**config.mk**
```make
export PLATFORM = sky130hd
export DESIGN_NAME = isp_seq
export DESIGN_NICKNAME = d
export VERILOG_FILES = /design/src/rtl/isp_seq.sv
export SDC_FILE = /design/constraint.sdc
export NUM_CORES = 1
export LEC_CHECK = 0
export BUFFER_PORTS_ARGS = -buffer_cell sky130_fd_sc_hd__clkbuf_2
export CAP_MARGIN = 20
export CORE_ASPECT_RATIO = 2
export CORE_MARGIN = 2
export CORE_UTILIZATION = 55
export CTS_CLUSTER_DIAMETER = 50
export CTS_CLUSTER_SIZE = 20
export DETAILED_ROUTE_END_ITERATION = 16
export PLACE_DENSITY = 0.81
export SLEW_MARGIN = 20
export SYNTH_ARGS = -nofsm -noshare
export SYNTH_HDL_FRONTEND = slang
export SYNTH_SLANG_ARGS = --single-unit
```
**constraint.sdc**
```tcl
create_clock -name clk -period 3 [get_ports clk]
set_clock_uncertainty 0.1 [all_clocks]
set_input_delay 0.15 -clock clk [delete_from_list [all_inputs] [get_ports clk]]
set_output_delay 0.15 -clock clk [all_outputs]
set_load 0.02 [all_outputs]
```
**src/rtl/isp_seq.sv**
```systemverilog
module isp_seq #(
  parameter int CLK_HZ   = 50_000_000,
  parameter int NADDR    = 256,
  parameter int DW       = 16,
  parameter int IDW      = 16,
  parameter int IRW      = 10,
  parameter int PROG_CYC = 5000,
  parameter int READ_CYC = 50,
  parameter logic [IDW-1:0] EXP_ID = IDW'('h5A3C),
  parameter logic [IRW-1:0] OP_ENTER  = IRW'('h202),
  parameter logic [IRW-1:0] OP_IDCODE = IRW'('h059),
  parameter logic [IRW-1:0] OP_ERASE  = IRW'('h2F2),
  parameter logic [IRW-1:0] OP_PROG   = IRW'('h1F4),
  parameter logic [IRW-1:0] OP_READ   = IRW'('h205),
  parameter logic [IRW-1:0] OP_EXIT   = IRW'('h201),
  localparam int AW = (NADDR > 1) ? $clog2(NADDR) : 1,
  localparam int SW = AW + DW
) (
  input  logic          clk,
  input  logic          rst_n,
  input  logic          start,
  input  logic          verify_only,
  output logic          busy,
  output logic          done,
  output logic          fail,
  output logic [2:0]    fail_stage,
  output logic [AW-1:0] fail_addr,
  output logic [2:0]    stage,
  output logic          sh_req,
  output logic          sh_ir,
  output logic [SW-1:0] sh_wdata,
  input  logic          sh_done,
  input  logic [SW-1:0] sh_rdata,
  output logic          pulse_on,
  output logic          exp_req,
  output logic [AW-1:0] exp_addr,
  input  logic          exp_valid,
  input  logic [DW-1:0] exp_data
);
  localparam int SETTLE = (CLK_HZ / 1000 > 0) ? CLK_HZ / 1000 : 1;
  localparam int ERASE  = (CLK_HZ / 10 > 0) ? CLK_HZ / 10 : 1;
  localparam int M1     = (SETTLE > ERASE) ? SETTLE : ERASE;
  localparam int M2     = (PROG_CYC > READ_CYC) ? PROG_CYC : READ_CYC;
  localparam int MAXC   = (M1 > M2) ? M1 : M2;
  localparam int CW     = $clog2(MAXC + 1);
  localparam logic [AW-1:0] LAST = AW'(NADDR - 1);

  typedef enum logic [4:0] {
    IDLE, EN_IR, EN_WAIT, ID_IR, ID_DR, ER_IR, ER_WAIT,
    PG_FETCH, PG_IR, PG_DR, PG_WAIT,
    VF_FETCH, VF_IR, VF_ADR, VF_WAIT, VF_DR,
    EX_IR, EX_WAIT, FIN
  } st_t;

  st_t st;
  logic [CW-1:0] cnt;
  logic [AW-1:0] addr;
  logic [DW-1:0] dat;
  logic          vmode;
  wire           cnt_zero = (cnt == '0);

  always_ff @(posedge clk or negedge rst_n) begin
    if (!rst_n) begin
      st         <= IDLE;
      cnt        <= '0;
      addr       <= '0;
      dat        <= '0;
      vmode      <= 1'b0;
      fail       <= 1'b0;
      fail_stage <= 3'd0;
      fail_addr  <= '0;
    end else begin
      case (st)
        IDLE: if (start) begin
          vmode      <= verify_only;
          fail       <= 1'b0;
          fail_stage <= 3'd0;
          fail_addr  <= '0;
          addr       <= '0;
          st         <= EN_IR;
        end
        EN_IR: if (sh_done) begin
          cnt <= CW'(SETTLE - 1);
          st  <= EN_WAIT;
        end
        EN_WAIT: if (cnt_zero) st <= ID_IR; else cnt <= cnt - 1'b1;
        ID_IR: if (sh_done) st <= ID_DR;
        ID_DR: if (sh_done) begin
          if (sh_rdata != SW'(EXP_ID)) begin
            fail       <= 1'b1;
            fail_stage <= 3'd2;
            st         <= EX_IR;
          end else begin
            st <= vmode ? VF_FETCH : ER_IR;
          end
        end
        ER_IR: if (sh_done) begin
          cnt <= CW'(ERASE - 1);
          st  <= ER_WAIT;
        end
        ER_WAIT: if (cnt_zero) st <= PG_FETCH; else cnt <= cnt - 1'b1;
        PG_FETCH: if (exp_valid) begin
          dat <= exp_data;
          st  <= PG_IR;
        end
        PG_IR: if (sh_done) st <= PG_DR;
        PG_DR: if (sh_done) begin
          cnt <= CW'(PROG_CYC - 1);
          st  <= PG_WAIT;
        end
        PG_WAIT: if (cnt_zero) begin
          if (addr == LAST) begin
            addr <= '0;
            st   <= VF_FETCH;
          end else begin
            addr <= addr + 1'b1;
            st   <= PG_FETCH;
          end
        end else cnt <= cnt - 1'b1;
        VF_FETCH: if (exp_valid) begin
          dat <= exp_data;
          st  <= VF_IR;
        end
        VF_IR: if (sh_done) st <= VF_ADR;
        VF_ADR: if (sh_done) begin
          cnt <= CW'(READ_CYC - 1);
          st  <= VF_WAIT;
        end
        VF_WAIT: if (cnt_zero) st <= VF_DR; else cnt <= cnt - 1'b1;
        VF_DR: if (sh_done) begin
          if (sh_rdata != SW'(dat) && !fail) begin
            fail       <= 1'b1;
            fail_stage <= 3'd5;
            fail_addr  <= addr;
          end
          if (addr == LAST) st <= EX_IR;
          else begin
            addr <= addr + 1'b1;
            st   <= VF_FETCH;
          end
        end
        EX_IR: if (sh_done) begin
          cnt <= CW'(SETTLE - 1);
          st  <= EX_WAIT;
        end
        EX_WAIT: if (cnt_zero) st <= FIN; else cnt <= cnt - 1'b1;
        FIN: st <= IDLE;
        default: st <= IDLE;
      endcase
    end
  end

  assign busy     = (st != IDLE);
  assign done     = (st == FIN);
  assign exp_req  = (st == PG_FETCH) || (st == VF_FETCH);
  assign exp_addr = addr;
  assign pulse_on = (st == ER_WAIT) || (st == PG_WAIT) || (st == VF_WAIT);
  assign sh_ir    = (st == EN_IR) || (st == ID_IR) || (st == ER_IR) ||
                    (st == PG_IR) || (st == VF_IR) || (st == EX_IR);
  assign sh_req   = sh_ir || (st == ID_DR) || (st == PG_DR) ||
                    (st == VF_ADR) || (st == VF_DR);

  always_comb begin
    sh_wdata = '0;
    case (st)
      EN_IR:  sh_wdata = SW'(OP_ENTER);
      ID_IR:  sh_wdata = SW'(OP_IDCODE);
      ER_IR:  sh_wdata = SW'(OP_ERASE);
      PG_IR:  sh_wdata = SW'(OP_PROG);
      VF_IR:  sh_wdata = SW'(OP_READ);
      EX_IR:  sh_wdata = SW'(OP_EXIT);
      PG_DR:  sh_wdata = {addr, dat};
      VF_ADR: sh_wdata = {addr, {DW{1'b0}}};
      default: sh_wdata = '0;
    endcase
  end

  always_comb begin
    case (st)
      EN_IR, EN_WAIT:                         stage = 3'd1;
      ID_IR, ID_DR:                           stage = 3'd2;
      ER_IR, ER_WAIT:                         stage = 3'd3;
      PG_FETCH, PG_IR, PG_DR, PG_WAIT:        stage = 3'd4;
      VF_FETCH, VF_IR, VF_ADR, VF_WAIT, VF_DR: stage = 3'd5;
      EX_IR, EX_WAIT:                         stage = 3'd6;
      default:                                stage = 3'd0;
    endcase
  end
endmodule

```
==> metrics.cfg <==
[synth]
synthCells = 494
synth_edf_count = 0
async_flop_share = 1.00
synthesis.area_um2 = 4390
synth_warnings = 0
synthDistinctLibCells = 71
ys.flop_type = dfrtp_1
ys_seq_area_frac = 0.365
yosysTopAreaCellShare = 0.365
yosys_register_bits = 64
synthTopCellsByArea = dfrtp_1 37%, o21ai_0 5.5%, mux2_2 4.6%
syn-num-nets = 548
synth_top_area_cell = dfrtp_1
syn_avg_cell_area_um2 = 8.88

[route]
final_antenna_net_count = 0
wl_met1_um = 5140
vias = 4398
wl_per_cell_um = 17.9
drc = 0
totalWireLength_um = 12700
wl_met3_um = 842
drt_iter0_markers = 558
dr.pass1.iters = 5
top_layer = met4
viasPerCell = 6.17
wl_met2_um = 6440

[floorplanning]
core_um2 = 7830
die_area_um2 = 8750
start_util = 0.560
ioPinCount = 99
num_rows = 46
die_h_um = 130
die_w_um = 67.2

[critical_path]
worstPathRequired_ns = 3.16
path_class = reg -> reg
critPathMaxStageDelay_ns = 0.60
crit_buf_inv = 1
worst_setup_path_end_kind = register
path_max_fanout = 13
crit_path_start_kind = register
cp_data_arrival_time_ns = 2.93
crit_chain = inv_1 > ha_1 > and2b_1 > a31o_2 > a21oi_1 > or4_1 > a211oi_1 > mux2i_1
cp_top_family = simple AND/OR/NAND/NOR gates
cp_slowest_cell = or4_1

[min_path]
hp-class = in -> async

[clock_tree]
postCtsSetupRepairBufs = 0
path_clk_slew_ns = 0.06
clk-insertion-delay-late_ns = 0.34
cts_sinks = 64
ctsRootBufferMaster = clkbuf_16
htreeDepth = 3
tritoncts = done
numCtsBuffers = 9
cts_buffer_depth = 2

[pwr]
pwr_density_cell_nw_per_um2 = 923
power_uw = 5030
vdd_drop_max_mv = 0.579
power.leakage_uw = 0.00262

[timing]
fin_crit_sh = 0.921
fin_crit_ns = 2.76
report.final.slew_viol_count = 0
hold_slack_ns = 0.120
rsz0062_at_grt = no
fin_tns_setup_ns = 0
relSlewSlack = 0.518
finalHoldViolCount = 0
setup_violations = 0
worst_slew_pin_slew_ns = 0.717
max_freq_ghz = 0.362

[global_route]
grtUsageTotal = 0.303
grt_first_pass_wirelength_um = 20100
globalRouteOverflowTotal = 0
grt_start_max_net_pins = 39
grt_pass1_vias = 4088
antenna_found_initial = 0

[placed_design]
dp_hpwl_um = 9040
place_area_um2 = 4960
portBuffers = 98
place.gp.congestion = 0.961

[layout]
postLayoutCoreUtil = 0.696
diodes = 0
drive_gt1_frac = 0.292
area_growth_pct = 24.2
fin_nets = 666
fin_area_um2 = 5450

[outcome]
status = completed

[run]
drv_cap = 0

area by class of cell:
class	count	area [um2]
inverter	15	56.3
fill	650	2380
sequential	64	1600
timing repair buffer	138	836
tap	96	120
multi-input combinational	384	2540
clock inverter	7	72.6
clock buffer	9	225
synthesized netlist by cell type (all sizes together), types with 2 or more instances:
library cell / count
nor3: 21
o31ai: 2
nor3b: 2
and3: 21
and2b: 4
nand2: 28
dfrtp: 64
inv: 14
o21a: 4
ha: 8
xnor2: 10
buf: 14
a21o: 4
nand3: 11
clkbuf: 17
nor2: 49
or4: 5
mux2: 22
o21ai: 49
nor4bb: 4
nor2b: 9
or2: 2
a21oi: 39
a22o: 15
a221o: 3
nand4: 7
mux2i: 3
nand2b: 6
nor4: 9
o22ai: 5
a211oi: 3
a31oi: 9
xor2: 11
nand4b: 2
nand3b: 2
cells by family after synthesis:
kind of cell,after synthesis,share of synthesized area
flip-flops,64,0.365
adder cells (fa/ha/maj),8,0.0228
multiplexers,25,0.0667
XOR/XNOR,21,0.0419
buffers and inverters,46,0.0582
AO/OA/AOI/OAI,143,0.204
AND/OR/NAND/NOR,187,0.241
cells in the final DEF, fill, tap and decap left out, types with 2 or more instances in the layout:
cell type,Yosys,final
a21o_1,4,4
a21oi_1,37,37
a22o_1,15,15
nand2b_1,5,5
mux2_2,18,18
or4_1,3,3
ha_1,8,8
nand2_1,28,28
and3_1,21,21
dfrtp_1,64,64
clkinv_4,0,2
o22ai_1,5,5
o21a_1,4,4
nor4bb_1,4,4
nor2_1,49,49
xnor2_1,10,10
nor3_1,19,19
o31ai_1,2,2
clkbuf_16,0,9
xor2_1,11,11
and2b_1,2,2
clkinvlp_4,0,2
clkbuf_2,0,98
a221o_1,2,2
mux2i_1,3,3
nor3b_1,2,2
nor2b_1,9,9
or2_2,2,2
o21ai_0,48,48
buf_4,2,22
nand4_1,7,7
a211oi_1,2,2
nor4_1,7,7
a31oi_1,9,9
inv_1,14,14
nand3b_1,2,2
mux2_4,4,4
dlygate4sd3_1,0,18
clkinv_2,0,2
nand3_1,10,10
per-stage QoR:
stage | std cells | setup WS, ns
after floorplan | 494 | 0.591
after global placement | 679 | 0.312
after detailed placement | 679 | 0.162
after CTS | 713 | 0.127
after global routing | 713 | 0.0839
final | 713 | 0.238
layer usage:
metal | up-vias | track usage
met5 | - | 0
met4 | 0 | 0.120
met3 | 37 | 0.0629
met2 | 211 | 0.482
met1 | 2102 | 0.397
li1 | 2048 | -
state kept, by name (all words and copies together), names as in the netlist:
| register | cells |
|---|---|
| cnt | 23 |
| dat | 16 |
| exp_addr | 8 |
| fail_addr | 8 |
| st | 5 |
| fail_stage | 2 |
| fail | 1 |
| vmode | 1 |
worst paths after layout:
path / from / endpoint / slack, ns / cells after the start
max: st[1] / fail_stage[1] / 0.24 / 8
min: rst_n / cnt[21] / 0.12 / 2
max reg2reg: st[1] / fail_stage[1] / 0.24 / 8
min reg2reg: fail_addr[4] / fail_addr[4] / 0.41 / 1
max in group asynchronous: rst_n / exp_addr[0] / 1.90 / 3
min in group clk: start / fail / 0.13 / 3
what timing repair did:
item / 4_1_cts / 5_1_grt
hold buffers: 18 / 0
hold endpoints to repair: 43 / 0
endpoints found under the setup margin: 0 / 14
gates resized for setup: 0 / 1
power breakdown:
group	leakage [uW]	internal [uW]	switching (uW)
combinational	0.00166	1050	1510
sequential	0.000820	1120	305
clock	0.000141	642	404
Power figures use the tool's default switching activity.
